[config.mk]
export PLATFORM = sky130hd
export DESIGN_NAME = irq_prio_ctrl
export DESIGN_NICKNAME = d
export VERILOG_FILES = /design/src/rtl/irq_prio_pkg.sv /design/src/rtl/irq_cfg_reg.sv /design/src/rtl/irq_ext_front.sv /design/src/rtl/irq_pick.sv /design/src/rtl/irq_prio_ctrl.sv
export SDC_FILE = /design/constraint.sdc
export NUM_CORES = 1
export LEC_CHECK = 0
export BUFFER_PORTS_ARGS = -buffer_cell sky130_fd_sc_hd__buf_2
export CAP_MARGIN = 20
export CORE_UTILIZATION = 45
export CTS_BUF_LIST = sky130_fd_sc_hd__clkbuf_4 sky130_fd_sc_hd__clkbuf_8
export DETAILED_ROUTE_END_ITERATION = 10
export HOLD_SLACK_MARGIN = 0.05
export PLACE_DENSITY = 0.74
export RECOVER_POWER = 50
export SYNTH_ARGS = -nofsm -noshare
export SYNTH_HDL_FRONTEND = slang
export SYNTH_HIERARCHICAL = 1
export SYNTH_SLANG_ARGS = --single-unit
[constraint.sdc]
create_clock -name clk -period 8.4 [get_ports clk]
set_clock_uncertainty 0.2 [all_clocks]
set_input_delay 2.52 -clock clk [delete_from_list [all_inputs] [get_ports clk]]
set_output_delay 2.52 -clock clk [all_outputs]
set_load 0.01 [all_outputs]
[src/rtl/irq_prio_pkg.sv]
`timescale 1ns/1ps
package irq_prio_pkg;

    typedef logic [1:0] lvl_t;

    localparam logic [1:0] FLD_OFF  = 2'b00;
    localparam lvl_t       LVL_TOP  = 2'd3;
    localparam int         EXT_NUM  = 2;
    localparam int         EXT_SPAN = 3;
    localparam int         PER_BASE = 10;

    // 01 -> 0, 10 -> 1, 11 -> 2 (00 handled as disabled by callers)
    function automatic lvl_t fld_level(input logic [1:0] fld);
        return fld - 2'd1;
    endfunction

    function automatic logic lvl_passes(input lvl_t lvl, input logic [1:0] mask);
        return (lvl == LVL_TOP) || (lvl >= mask);
    endfunction

    typedef struct packed {
        logic prev;
        logic pend;
    } edge_st_t;

endpackage

[src/rtl/irq_cfg_reg.sv]
`timescale 1ns/1ps
module irq_cfg_reg #(
    parameter int REG_W      = 24,
    parameter int NUM_PERIPH = 3
) (
    input  logic             clk,
    input  logic             rst_n,
    input  logic             soft_clr,
    input  logic             we,
    input  logic [REG_W-1:0] wdata,
    output logic [REG_W-1:0] cfg
);
    import irq_prio_pkg::*;

    localparam int PER_TOP = PER_BASE + 2 * NUM_PERIPH;

    function automatic logic [REG_W-1:0] keep_bits();
        logic [REG_W-1:0] m;
        m = '0;
        for (int b = 0; b < REG_W; b++) begin
            if (b < EXT_NUM * EXT_SPAN || (b >= PER_BASE && b < PER_TOP)) m[b] = 1'b1;
        end
        return m;
    endfunction

    localparam logic [REG_W-1:0] WMASK = keep_bits();

    logic [REG_W-1:0] cfg_d, cfg_q;

    always_comb begin
        cfg_d = cfg_q;
        if (soft_clr)  cfg_d = '0;
        else if (we)   cfg_d = wdata & WMASK;
    end

    always_ff @(posedge clk or negedge rst_n) begin
        if (!rst_n) cfg_q <= '0;
        else        cfg_q <= cfg_d;
    end

    assign cfg = cfg_q;

endmodule

[src/rtl/irq_ext_front.sv]
`timescale 1ns/1ps
module irq_ext_front (
    input  logic       clk,
    input  logic       rst_n,
    input  logic       pin_n,
    input  logic [1:0] fld,
    input  logic       edge_mode,
    input  logic       ack_hit,
    output logic       req
);
    import irq_prio_pkg::*;

    edge_st_t st_d, st_q;
    logic     enabled;
    logic     fall;

    assign enabled = (fld != FLD_OFF);
    assign fall    = st_q.prev & ~pin_n;

    always_comb begin
        st_d.prev = pin_n;
        st_d.pend = st_q.pend;
        if (!enabled || !edge_mode) st_d.pend = 1'b0;
        else if (fall)              st_d.pend = 1'b1;
        else if (ack_hit)           st_d.pend = 1'b0;
    end

    always_ff @(posedge clk or negedge rst_n) begin
        if (!rst_n) st_q <= '{prev: 1'b1, pend: 1'b0};
        else        st_q <= st_d;
    end

    assign req = enabled & (edge_mode ? st_q.pend : ~pin_n);

endmodule

[src/rtl/irq_pick.sv]
`timescale 1ns/1ps
module irq_pick #(
    parameter int NSRC  = 6,
    parameter int IDX_W = 3
) (
    input  logic                 clk,
    input  logic                 rst_n,
    input  logic [NSRC-1:0]      req,
    input  logic [NSRC-1:0][1:0] lvl,
    input  logic [1:0]           mask,
    output logic                 vld,
    output logic [IDX_W-1:0]     src,
    output logic [1:0]           lvl_o
);
    import irq_prio_pkg::*;

    typedef struct packed {
        logic             vld;
        logic [IDX_W-1:0] src;
        lvl_t             lvl;
    } pick_st_t;

    pick_st_t pk_d, pk_q;

    always_comb begin
        pk_d = '0;
        for (int i = 0; i < NSRC; i++) begin
            if (req[i] && lvl_passes(lvl[i], mask) && (!pk_d.vld || lvl[i] > pk_d.lvl)) begin
                pk_d.vld = 1'b1;
                pk_d.src = IDX_W'(i);
                pk_d.lvl = lvl[i];
            end
        end
    end

    always_ff @(posedge clk or negedge rst_n) begin
        if (!rst_n) pk_q <= '0;
        else        pk_q <= pk_d;
    end

    assign vld   = pk_q.vld;
    assign src   = pk_q.src;
    assign lvl_o = pk_q.lvl;

endmodule

[src/rtl/irq_prio_ctrl.sv]
`timescale 1ns/1ps
module irq_prio_ctrl #(
    parameter int NUM_PERIPH = 3,
    parameter int REG_W      = 24,
    parameter int IDX_W      = $clog2(3 + NUM_PERIPH)
) (
    input  logic                  clk,
    input  logic                  rst_n,
    input  logic                  soft_clr,
    input  logic                  cfg_we,
    input  logic [REG_W-1:0]      cfg_wdata,
    output logic [REG_W-1:0]      cfg_rdata,
    input  logic [1:0]            cur_mask,
    input  logic                  nmi_req,
    input  logic                  ext_a_n,
    input  logic                  ext_b_n,
    input  logic [NUM_PERIPH-1:0] periph_req,
    input  logic                  ack_valid,
    input  logic [IDX_W-1:0]      ack_src,
    output logic                  irq_valid,
    output logic [IDX_W-1:0]      irq_src,
    output logic [1:0]            irq_level
);
    import irq_prio_pkg::*;

    localparam int NSRC     = 1 + EXT_NUM + NUM_PERIPH;
    localparam int EXT_IDX0 = 1;
    localparam int PER_IDX0 = 1 + EXT_NUM;

    logic [REG_W-1:0]       cfg;
    logic [NSRC-1:0]        req;
    logic [NSRC-1:0][1:0]   lvl;
    logic [EXT_NUM-1:0]     ext_n;

    assign ext_n = {ext_b_n, ext_a_n};

    irq_cfg_reg #(.REG_W(REG_W), .NUM_PERIPH(NUM_PERIPH)) u_cfg (
        .clk      (clk),
        .rst_n    (rst_n),
        .soft_clr (soft_clr),
        .we       (cfg_we),
        .wdata    (cfg_wdata),
        .cfg      (cfg)
    );

    assign req[0] = nmi_req;
    assign lvl[0] = LVL_TOP;

    for (genvar g = 0; g < EXT_NUM; g++) begin : g_ext
        logic [1:0] fld;
        logic       ack_hit;
        assign fld     = cfg[g*EXT_SPAN +: 2];
        assign ack_hit = ack_valid && (ack_src == IDX_W'(EXT_IDX0 + g));

        irq_ext_front u_front (
            .clk       (clk),
            .rst_n     (rst_n),
            .pin_n     (ext_n[g]),
            .fld       (fld),
            .edge_mode (cfg[g*EXT_SPAN + 2]),
            .ack_hit   (ack_hit),
            .req       (req[EXT_IDX0 + g])
        );
        assign lvl[EXT_IDX0 + g] = fld_level(fld);
    end

    for (genvar k = 0; k < NUM_PERIPH; k++) begin : g_per
        logic [1:0] fld;
        assign fld               = cfg[PER_BASE + 2*k +: 2];
        assign req[PER_IDX0 + k] = periph_req[k] && (fld != FLD_OFF);
        assign lvl[PER_IDX0 + k] = fld_level(fld);
    end

    irq_pick #(.NSRC(NSRC), .IDX_W(IDX_W)) u_pick (
        .clk   (clk),
        .rst_n (rst_n),
        .req   (req),
        .lvl   (lvl),
        .mask  (cur_mask),
        .vld   (irq_valid),
        .src   (irq_src),
        .lvl_o (irq_level)
    );

    assign cfg_rdata = cfg;

endmodule

* Yosys cells after proc, flatten, opt, wreduce, memory -nomap -nowiden
Cells that the tools add are included.
** Storage, ports and cells
- Input port bits :: 40
- Register bits after elaboration :: 34
- Output and inout bits :: 30
** Cells by class
- Eq/ne operators :: 7
- Reduce and logical (&&, ||, !) cells :: 44
- Muxes and demuxes :: 16
- Bitwise logic cells :: 6
- Add/subtract/negate cells :: 5
- Order comparisons :: 10
** Operators by type and width (number)
- 2-to-1 mux 24 bit :: 2
- 2-to-1 mux 6 bit :: 6
- logical AND 1 bit :: 15
- logical OR 1 bit :: 12
- nonzero test 2 bit :: 6
- equality test 2 bit (second input constant) :: 5
- >= comparator 2 bit :: 5
- > comparator 2 bit :: 5
- subtractor 2 x 1 -> 2 bit (second input constant) :: 5
- zero test 1 bit :: 9
- 2-to-1 mux 1 bit :: 8
- nonzero test 3 bit :: 2
- AND 1 bit :: 4
- equality test 3 x 1 -> 1 bit (second input constant) :: 1
- equality test 3 x 2 -> 1 bit (second input constant) :: 1
- inverter 1 bit :: 2

* Longest topological paths before layout
Gate-level depths: netlist (run 1).
- Depth after elaboration :: 22
- Mapped depth :: 37
- Gate-level depth less buffers :: 37

* Hierarchy
The synthesis (run 1) kept the hierarchy.
** By module, submodules not included
- irq_pick :: instances 1, area an instance 934.6 um^2, cells each 109
- irq_cfg_reg :: instances 1, area an instance 574.3 um^2, cells each 51
- irq_ext_front :: instances 2, area an instance 93.8 um^2, cells each 10
- irq_prio_ctrl :: instances 1, area an instance 143.9 um^2, cells each 22

* Worst setup path before layout (run 1)
OpenSTA, ideal clock, no wires.
- Path kind :: input to register
- Start point :: input port cur_mask[0]
- End point :: register u_pick.pk_q (netlist bit u_pick/lvl_o[0])
- Setup time :: 0.125 ns
- Buffers on the path :: 0
- Cell stages on the path :: 30
- Path slack :: 0.113 ns
- Arrival :: 7.962 ns
- Path through :: ha_1 -> nand2b_1 -> a221o_1 -> a311oi_1 -> a32o_1 -> inv_1 -> ha_1 -> a21oi_1 -> a21oi_1 -> o211a_1 -> or2_2 -> nand2_1 -> ha_1 -> a21oi_1 -> a21oi_1 -> o21bai_1 -> a21boi_1 -> a21oi_1 -> ha_1 -> a21oi_1 -> a21oi_1 -> a21oi_1 -> nor2_2 -> a211oi_2 -> or2_1 -> ha_1 -> nor2b_1 -> o21ai_0 -> a21oi_1 -> mux2_4
** RTL lines
- start: declaration :: RTL line irq_prio_ctrl.sv:13 : input logic [1:0] cur_mask,
- end signal: assignment :: RTL line irq_pick.sv:38 : else pk_q <= pk_d;
- end: declaration :: RTL line irq_pick.sv:23 : pick_st_t pk_d, pk_q;

==> results by group, run 1 <==
Drt
  • Post-DR vias/cell: 4.994
  • Routed Antenna Nets: 0
  • DRT Wirelength: 3.840 mm
  • Post-route DRC: 0
  • First-pass DRT Iterations: 4
  • Via count: 1613
  • Initial DRC count: 37
  • Avg WL per Cell: 11.89 um

Layout
  • Diodes inserted: 0
  • Layout Area Growth over Synthesis: 27.60%
  • Final core occ: 0.6182
  • Layout cell share with drive strength beyond 1: 0.3055
  • Number of nets in the layout: 341
  • Layout fillers: 334
  • Fin cells: 323
  • Design Area, Final: 2349 um^2

Clock network
  • Post-CTS Hold Fix Bufs: 0
  • Root buf cell: clkbuf_8
  • Worst-skew pair later-pin latency: 0.26 ns
  • TritonCTS Buffers: 3
  • CTS tree: done
  • CTS sink cnt: 22
  • Clock transition at the registers of the reported paths: 0.08 ns
  • H-Tree Level Count: 1
  • Max Buffers Root-to-Sink: 2

Yosys
  • Netlist cell types: 44
  • Yosys warnings: 6
  • Synthesized area per cell: 9.111 um^2
  • Top cells by area, synth: dfrtp_1 (27%), ha_1 (17%), mux2i_1 (6.5%)
  • Post-synth top cells: ha_1 (25), inv_1 (25), dfrtp_1 (20)
  • Synthesized area: 1841 um^2
  • EDFF count, synth: 0
  • Yosys top cell area share: 0.2719
  • Synthesized flop and latch total: 22
  • Mapped Cells: 202
  • Fraction of registers with async set/reset: 1.000
  • Sequential fraction of the synthesis area: 0.3005
  • Top_reg_cell synth: dfrtp_1
  • Synth area leader: dfrtp_1

GRT
  • Global route total overflow: 0
  • Overall Global Routing Usage: 0.1818
  • Vias in the first global route: 1414
  • Initial antenna violation count: 0
  • Largest net degree at the start of global routing: 23
  • First-pass GRT wire length: 6.065 mm

STA
  • Max-slew violation count: 0
  • RSZ-0062 raised after global routing: true
  • Tightest Pin Transition: 1.131 ns
  • Final setup vio count: 0
  • Fmax achieved: 123.0 MHz
  • Minimum clock period: 8.132 ns
  • Final hold violations: 0
  • Tcrit/Tclk final: 0.9681
  • Hold slack: 0.3039 ns
  • Normalized max-slew margin: 0.2463

Power
  • Power consumption: 0.3594 mW
  • Reg power frac: 0.339
  • Internal power consumption: 0.2477 mW
  • Power share of the combinational group: 0.391
  • Switching part of the total: 0.3108
  • Clock power share: 0.270
  • VDD IR max: 0.0001274 V
  • Net switching power figure: 0.1117 mW
  • PD cells: 153.0 nW/um^2
  • Leak: 1.252 nW

Floorplan
  • Initial Utilization: 0.4845
  • Die area: 4350 um^2
  • Vert. Die Dim: 65.96 um
  • Floorplan row count: 22
  • Core region area: 3799 um^2
  • # IOs: 70
  • DIE WIDTH: 65.96 um

Place
  • Placed instance area: 2190 um^2
  • RePlAce Congestion: 0.7771
  • Dpl cells: 313
  • IO Port Bufs: 45
  • DP Wirelength: 3.037 mm

Worst setup path
  • CP max-delay cell: or3_4
  • Crit-path max cell delay: 0.36 ns
  • Critical path peak fanout: 4
  • Critical path's most frequent cell: ha_1
  • CP Launch Type: primary input
  • Worst EP arrival: 8.13 ns
  • Setup crit end kind: register
  • Worst EP required: 8.40 ns
  • Kind of critical path: primary input to register

Status
  • Status: complete, no violations

Run
  • Maxcap violations: 0

Min path
  • Hold crit path type: register to register
==> state kept, by name, indices dropped and copies added, names as in the netlist <==
name,count
g_ext.u_front/st_q,4
u_cfg/cfg,12
u_pick/lvl_o,2
u_pick/src,3
u_pick/vld,1
==> power by group through the flow <==
stage	logic, mW	clock network [mW]	registers, mW
final	0.141	0.0969	0.122
after global routing	0.158	0.104	0.123
after CTS	0.123	0.100	0.122
after detailed placement	0.122	0	0.124
after global placement	0.118	0	0.124
after floorplan	0.0783	0	0.128
==> timing repair <==
action,in CTS,in global routing
resized for setup,0,13
endpoints found under the setup margin,0,5
setup buffers,0,6
==> worst paths after layout <==
| kind | startpoint | end | slack [ns] | depth (start not counted) |
|---|---|---|---|---|
| max reg2reg | u_cfg/cfg[0] | u_pick/src[1] | 1.90 | 32 |
| max | nmi_req | u_pick/src[1] | 0.27 | 33 |
| min reg2reg | g_ext[1].u_front/st_q[1] | g_ext[1].u_front/st_q[0] | 0.30 | 2 |
| min in group asynchronous | rst_n | u_cfg/cfg[2] | 2.25 | 1 |
| max in group asynchronous | rst_n | u_cfg/cfg[11] | 5.07 | 1 |
| min | g_ext[1].u_front/st_q[1] | g_ext[1].u_front/st_q[0] | 0.30 | 2 |
==> placed cells by master (no fill, tap or decap), types with 2 or more instances in the layout <==
master	netlist	final
xnor2_1	2	2
dfstp_2	2	2
dfrtp_1	20	20
inv_1	25	25
or2b_1	2	2
a21oi_1	13	8
nand2b_1	8	8
o21bai_1	2	2
buf_4	12	19
buf_2	0	41
clkbuf_1	1	4
and4bb_2	2	2
conb_1	2	21
or2_1	3	3
clkbuf_8	0	3
o21a_1	2	2
nand3_1	2	2
nand2_1	10	10
o21ai_0	4	2
mux2i_1	12	12
a32o_1	2	2
nor2_1	16	16
nor2b_1	6	5
or2_2	2	2
a221o_1	6	6
a21oi_2	0	4
nor3_1	2	2
ha_1	25	25
==> layer usage <==
metal / part of all wire / track usage / wire [um]
met5: 0 / 0 / 0
met2: 0.48 / 0.3151 / 1846
met4: 0.0055 / 0.05585 / 21
met3: 0.043 / 0.03448 / 167
met1: 0.47 / 0.2258 / 1805
==> cell families after synthesis <==
family                     count (synthesis)  share of synthesized area
and+or+nand+nor                           57                     0.1638
AOI/OAI and AO/OA                         42                     0.1706
buffers and inverters                     39                     0.1081
adders and majority gates                 25                     0.1700
DFF                                       22                     0.3005
muxes                                     13                    0.07342
other                                      2                   0.004080
xor gates and xnor gates                   2                   0.009519
==> through the flow <==
step / setup slack [ns] / setup TNS [ns]
finish: 0.2680 / 0
global route: -0.1030 / -0.2505
CTS: 0.09749 / 0
detailed placement: -0.1625 / -0.4546
global placement: -0.06848 / -0.1265
floorplan: 0.1131 / 0
==> worst max-delay path, delay by kind of cell <==
| kind | cells | cell delay (ns) |
|---|---|---|
| buffers and inverters | 2 | 0.17 |
| AO/OA/AOI/OAI | 16 | 2.36 |
| adder cells (fa/ha/maj) | 5 | 1.32 |
| AND/OR/NAND/NOR | 10 | 1.75 |
==> final cells by class <==
type	count	area, um^2	area share
repair buffers	64	362.8	0.1545
well taps	48	60.06	0.02557
inverters	25	93.84	0.03996
clock inverters	1	30.03	0.01279
multi-input cells	160	1207	0.5141
flip-flops and latches	22	553.0	0.2355
clock buffers	3	41.29	0.01758
(Power assumes the default switching activity.)
==> run 2: changes to the inputs <==
--- a/config.mk
+++ b/config.mk
@@ -5,13 +5,14 @@
 export SDC_FILE = /design/constraint.sdc
 export NUM_CORES = 1
 export LEC_CHECK = 0
+export ABC_AREA = 1
 export BUFFER_PORTS_ARGS = -buffer_cell sky130_fd_sc_hd__buf_2
 export CAP_MARGIN = 20
 export CORE_UTILIZATION = 45
 export CTS_BUF_LIST = sky130_fd_sc_hd__clkbuf_4 sky130_fd_sc_hd__clkbuf_8
 export DETAILED_ROUTE_END_ITERATION = 10
 export HOLD_SLACK_MARGIN = 0.05
-export PLACE_DENSITY = 0.74
+export PLACE_DENSITY = 0.72
 export RECOVER_POWER = 50
 export SYNTH_ARGS = -nofsm -noshare
 export SYNTH_HDL_FRONTEND = slang
==> run 2 against run 1 <==
Net effect: flip-flop and latch count unchanged; largest cell class unchanged; combinational power is 21% lower; synthesized area up 4.1%; sequential share of layout area increased by 1.6 points; power is 15% lower; cell count grew 18%.
==> results by group, run 2 <==
Status
  • Status: complete, no violations

Clock network
  • Post-CTS Hold Fix Bufs: 0
  • Root buf cell: clkbuf_8
  • Clock transition at the registers of the reported paths: 0.08 ns
  • H-Tree Level Count: 1
  • Worst-skew pair later-pin latency: 0.25 ns
  • Max Buffers Root-to-Sink: 2
  • CTS tree: done
  • Post-CTS Setup Inserts: 0
  • Cts repair resizes: 0
  • CTS sink cnt: 22
  • TritonCTS Buffers: 3

STA
  • Tcrit/Tclk final: 0.9149
  • Max-slew violation count: 0
  • Final setup vio count: 0
  • Tightest Pin Transition: 1.196 ns
  • Fin Setup TNS: 0 ns
  • Fmax achieved: 130.1 MHz
  • Minimum clock period: 7.685 ns
  • RSZ-0062 raised after global routing: false
  • Final setup margin: 0.7145 ns
  • Final hold violations: 0
  • Normalized max-slew margin: 0.2027

Min path
  • Hold crit path type: register to register
  • Hold path start: u_cfg/cfg[13]
  • Min-Delay Endpoint: u_cfg/cfg[13]
  • Hold Path Cell Cnt: 2

Yosys
  • Post-synth top cells: nand2_1 (87), inv_1 (55), nand3_1 (27)
  • Cell with the most instances after synthesis: nand2_1
  • Synthesized flop and latch total: 22
  • Fraction of registers with async set/reset: 1.000
  • Yosys top cell area share: 0.2611
  • Synth area leader: dfrtp_1
  • Top cells by area, synth: dfrtp_1 (26%), nand2_1 (17%), ha_1 (16%)
  • EDFF count, synth: 0
  • Top_reg_cell synth: dfrtp_1
  • Sequential fraction of the synthesis area: 0.2885
  • Synthesized area: 1917 um^2
  • Netlist cell types: 25
  • Yosys warnings: 6
  • Synthesized area per cell: 6.797 um^2
  • Mapped Cells: 282

Drt
  • Post-route DRC: 0
  • First-pass DRT Iterations: 4
  • Routed Antenna Nets: 0
  • DRT Wirelength: 3.790 mm
  • Post-DR vias/cell: 4.495
  • Initial DRC count: 72
  • Via count: 1717
  • Avg WL per Cell: 9.921 um

Layout
  • Commonest cells after routing, fill and taps aside: nand2_1 (87), inv_1 (55), buf_2 (42)
  • Diodes inserted: 0
  • Number of nets in the layout: 398
  • Commonest non-fill, non-tap cell in the layout: nand2_1
  • Max FFs per register: 12
  • Layout cell share with drive strength beyond 1: 0.1687
  • Layout fillers: 409
  • Layout Area Growth over Synthesis: 14.95%

GRT
  • Overall Global Routing Usage: 0.1766
  • Largest net degree at the start of global routing: 23
  • First-pass GRT wire length: 6.161 mm
  • Vias in the first global route: 1447
  • Global route total overflow: 0
  • Initial antenna violation count: 0

Power
  • Net switching power figure: 0.1051 mW
  • Internal power consumption: 0.2013 mW
  • Switching part of the total: 0.3429
  • VDD IR max: 0.0001052 V
  • Clock power share: 0.243
  • Leak: 1.393 nW
  • Reg power frac: 0.395
  • Power share of the combinational group: 0.362
  • PD cells: 139.0 nW/um^2

Place
  • IO Port Bufs: 45
  • Pre-CTS setup slack: 0.5140 ns
  • RePlAce Congestion: 0.8230
  • DP Wirelength: 3.098 mm

Worst setup path
  • Worst R2R Path Depth: 45
  • Critical path's most frequent cell: nand2_1
  • Worst EP required: 8.35 ns
  • Kind of critical path: primary input to register
  • RR Endpoint: u_pick/lvl_o[0]
  • Worst EP arrival: 7.64 ns
  • Flop-to-flop setup slack: 2.55 ns
  • Setup crit end kind: register
  • Crit-path max cell delay: 0.30 ns
  • Critical path peak fanout: 5
  • Worst r2r src: u_cfg/cfg[0]
  • CP max-delay cell: ha_1
  • CP Launch Type: primary input

Floorplan
  • Core region area: 4058 um^2
  • DIE WIDTH: 67.27 um
  • Vert. Die Dim: 67.27 um
  • Die area: 4525 um^2
  • Floorplan row count: 23
  • Initial Utilization: 0.4724
  • # IOs: 70

Run
  • Maxcap violations: 0
## run 2: cell types whose count changed after synthesis, sizes merged, moves of 6 or more
cell and change:
nor2b -6, nand2 +81, nand2b -8, mux2i -12, nand3 +25, inv +30
a221o -6
## run 2: metal layers
layer	vias to the layer above	GRT usage	routed length [um]
li1	931	-	-
met1	741	0.2438	1889
met2	43	0.2975	1729
met3	2	0.02534	159
met4	0	0.02394	12
met5	-	0	0
## run 2: final cells by class
type	count	area (um^2)	area share
multi-input cells	204	1094	0.4963
repair buffers	46	229.0	0.1039
clock buffers	4	55.05	0.02499
flip-flops and latches	22	553.0	0.2510
well taps	50	62.56	0.02839
inverters	56	210.2	0.09540
## run 2: cell families (layout without fill, tap and decap cells)
family,count (synthesis),in the layout,synth area share
compound gates,19,19,0.05613
fa+ha+maj,25,25,0.1632
buf+inv,71,106,0.1691
flops,22,22,0.2885
other cells,2,17,0.003918
simple gates,143,143,0.3192
## run 2: worst max-delay path by stage
stage          startpoint               to  slack [ns]  cells past startpoint
6_report          nmi_req  u_pick/lvl_o[0]        0.71                     46
5_1_grt           nmi_req  u_pick/lvl_o[1]        0.16                     46
4_1_cts           nmi_req  u_pick/lvl_o[0]        0.75                     46
3_5_place_dp      nmi_req  u_pick/lvl_o[1]        0.51                     46
3_3_place_gp      nmi_req  u_pick/lvl_o[1]        0.53                     46
2_1_floorplan     nmi_req  u_pick/lvl_o[0]        1.13                     45
## run 2: through the flow
| step | instances | cell area [um^2] | hold WS (ns) | total power, mW | utilization |
|---|---|---|---|---|---|
| floorplan | 297 | 1973 | 0.3227 | 0.2041 | - |
| global placement | 378 | 2155 | 0.2836 | 0.2302 | 0.5310 |
| detailed placement | 378 | 2155 | 0.2873 | 0.2341 | 0.5310 |
| CTS | 382 | 2210 | 0.3081 | 0.3101 | 0.5446 |
| global route | 382 | 2203 | 0.3496 | 0.3358 | 0.5430 |
| finish | 382 | 2203 | 0.2971 | 0.3063 | 0.5430 |
## run 2: critical path, delay by kind of cell
family                     cells  cell delay [ns]
adders and majority gates      5             1.33
and+or+nand+nor               29             2.71
buffers and inverters          8             0.55
AOI/OAI and AO/OA              4             0.51
## run 2: power groups by stage
stage               sequential (mW)  clock (mW)  combinational [mW]
floorplan                     0.128           0              0.0762
global placement              0.123           0               0.107
detailed placement            0.123           0               0.111
CTS                           0.121      0.0773               0.112
global route                  0.122      0.0832               0.130
finish                        0.121      0.0744               0.111
==> run 3: changes to the inputs <==
--- a/config.mk
+++ b/config.mk
@@ -8,6 +8,7 @@
 export ABC_AREA = 1
 export BUFFER_PORTS_ARGS = -buffer_cell sky130_fd_sc_hd__buf_2
 export CAP_MARGIN = 20
+export CORE_ASPECT_RATIO = 1.1
 export CORE_UTILIZATION = 45
 export CTS_BUF_LIST = sky130_fd_sc_hd__clkbuf_4 sky130_fd_sc_hd__clkbuf_8
 export DETAILED_ROUTE_END_ITERATION = 10
==> run 3 against run 2 <==
Net effect: via count about the same; non-clock buffer count unchanged; worst hold slack improved by 0.0079 ns; clock power increased by 6.3%; sequential share of layout area fell by 0.057 points; first-iteration DRC count decreased by 8.3%; cell area is 0.23% higher; flip-flop and latch count stayed put; power is 1.6% higher; largest cell class unchanged; combinational power about the same.
==> results by group, run 3 (same netlist as run 2, synthesis figures left out) <==
STA
  • Tcrit/Tclk final: 0.9178
  • RSZ-0062 raised after global routing: false
  • Final setup vio count: 0
  • Normalized max-slew margin: 0.2183
  • Tightest Pin Transition: 1.173 ns
  • Minimum clock period: 7.710 ns
  • Max-slew violation count: 0
  • Final hold violations: 0
  • Fin Setup TNS: 0 ns
  • Fmax achieved: 129.7 MHz

Worst setup path
  • Flop-to-flop setup slack: 2.52 ns
  • CP Launch Type: primary input
  • Worst r2r src: u_cfg/cfg[0]
  • CP Capture Point: u_pick/lvl_o[1]
  • CP max-delay cell: ha_1
  • Kind of critical path: primary input to register
  • Critical path's most frequent cell: nand2_1
  • Worst R2R Path Depth: 45
  • Crit-path max cell delay: 0.29 ns
  • Critical path peak fanout: 5
  • RR Endpoint: u_pick/lvl_o[1]
  • Worst setup path startpoint: nmi_req
  • Worst EP arrival: 7.67 ns
  • Setup crit end kind: register
  • Worst EP required: 8.36 ns

Floorplan
  • DIE WIDTH: 64.23 um
  • # IOs: 70
  • Floorplan row count: 24
  • Vert. Die Dim: 70.45 um
  • Core region area: 4024 um^2
  • Die area: 4525 um^2
  • Initial Utilization: 0.4764

Layout
  • Commonest cells after routing, fill and taps aside: nand2_1 (86), inv_1 (55), buf_2 (42)
  • Layout Area Growth over Synthesis: 15.21%
  • Layout fillers: 421
  • Diodes inserted: 0
  • Area of the multi-input gates: 1096 um^2
  • Number of nets in the layout: 398
  • Register area: 553.0 um^2
  • Layout cell share with drive strength beyond 1: 0.1717
  • Max FFs per register: 12
  • Commonest non-fill, non-tap cell in the layout: nand2_1

Clock network
  • Max Buffers Root-to-Sink: 2
  • Post-CTS Setup Inserts: 0
  • Clock transition at the registers of the reported paths: 0.08 ns
  • Root buf cell: clkbuf_8
  • CTS sink cnt: 22
  • H-Tree Level Count: 1
  • CTS tree: done
  • TritonCTS Buffers: 3
  • Worst-skew pair later-pin latency: 0.27 ns

GRT
  • Largest net degree at the start of global routing: 23
  • Vias in the first global route: 1644
  • Overall Global Routing Usage: 0.1893
  • Initial antenna violation count: 0
  • Global route total overflow: 0
  • First-pass GRT wire length: 6.803 mm

Drt
  • Post-DR vias/cell: 4.469
  • DRT Wirelength: 3.851 mm
  • Post-route DRC: 0
  • First-pass DRT Iterations: 4
  • Initial DRC count: 66
  • Via count: 1716
  • Routed Antenna Nets: 0
  • Avg WL per Cell: 10.03 um

Place
  • IO Port Bufs: 45
  • DP Wirelength: 3.126 mm
  • RePlAce Congestion: 0.8100

Min path
  • Hold crit path type: register to register

Power
  • VDD IR max: 0.00007892 V
  • Leak: 1.394 nW
  • Power consumption: 0.3112 mW
  • PD cells: 140.9 nW/um^2

Run
  • Maxcap violations: 0

Status
  • Status: complete, no violations
==> run 3: changes by cell type in the layout (fill, tap and decap cells not counted) <==
cell	change
nand2_2	+1
nand2_1	-1
==> run 3: layer usage <==
| layer | wire [um] | GRT usage | vias to the layer above |
|---|---|---|---|
| met3 | 153 | 0.02614 | 5 |
| met5 | 0 | 0 | - |
| met2 | 1816 | 0.3251 | 42 |
| met4 | 44 | 0.05185 | 0 |
| li1 | - | - | 933 |
| met1 | 1836 | 0.2462 | 736 |
==> run 3: worst max-delay path: cells and delay by family <==
family	cells	cell delay, ns
AO/OA/AOI/OAI	4	0.53
AND/OR/NAND/NOR	29	2.72
adder cells (fa/ha/maj)	5	1.32
buffers and inverters	8	0.54
==> run 3: layout make-up <==
| type | count | share of cell area |
|---|---|---|
| clock buffer | 4 | 0.02493 |
| inverter | 56 | 0.09518 |
| multi-input combinational | 204 | 0.4963 |
| sequential | 22 | 0.2504 |
| tap | 52 | 0.02946 |
| timing repair buffer | 46 | 0.1037 |
==> run 3: how the worst min path moves through the flow <==
stage,start,end,slack (ns),depth (start not counted)
3_3_place_gp,u_cfg/cfg[13],u_cfg/cfg[13],0.28,2
2_1_floorplan,u_cfg/cfg[10],u_cfg/cfg[10],0.32,2
6_report,u_cfg/cfg[14],u_cfg/cfg[14],0.31,2
5_1_grt,u_cfg/cfg[14],u_cfg/cfg[14],0.36,2
4_1_cts,u_cfg/cfg[15],u_cfg/cfg[15],0.32,2
3_5_place_dp,u_cfg/cfg[14],u_cfg/cfg[14],0.29,2
==> run 3: power breakdown <==
part | internal [mW] | switching [mW] | total, mW
clock | 0.0419 | 0.0372 | 0.0791
sequential | 0.116 | 0.00479 | 0.121
combinational | 0.0435 | 0.0677 | 0.111
==> run 3: through the flow <==
stage               hold slack, ns  area [um^2]  worst slack [ns]  utilization  cells
finish                      0.3050         2208            0.6903       0.5488    384
global route                0.3569         2208           0.05192       0.5488    384
CTS                         0.3154         2212            0.6829       0.5498    384
detailed placement          0.2903         2157            0.4143       0.5361    380
global placement            0.2849         2157            0.5524       0.5361    380
floorplan                   0.3227         1973             1.130            -    297
==> run 3: timing repair <==
item / in CTS / in global routing
resized for setup: 0 / 1
hold buffers: 0 / 0
endpoints found under the setup margin: 0 / 1
endpoints found under the hold margin: 0 / 0
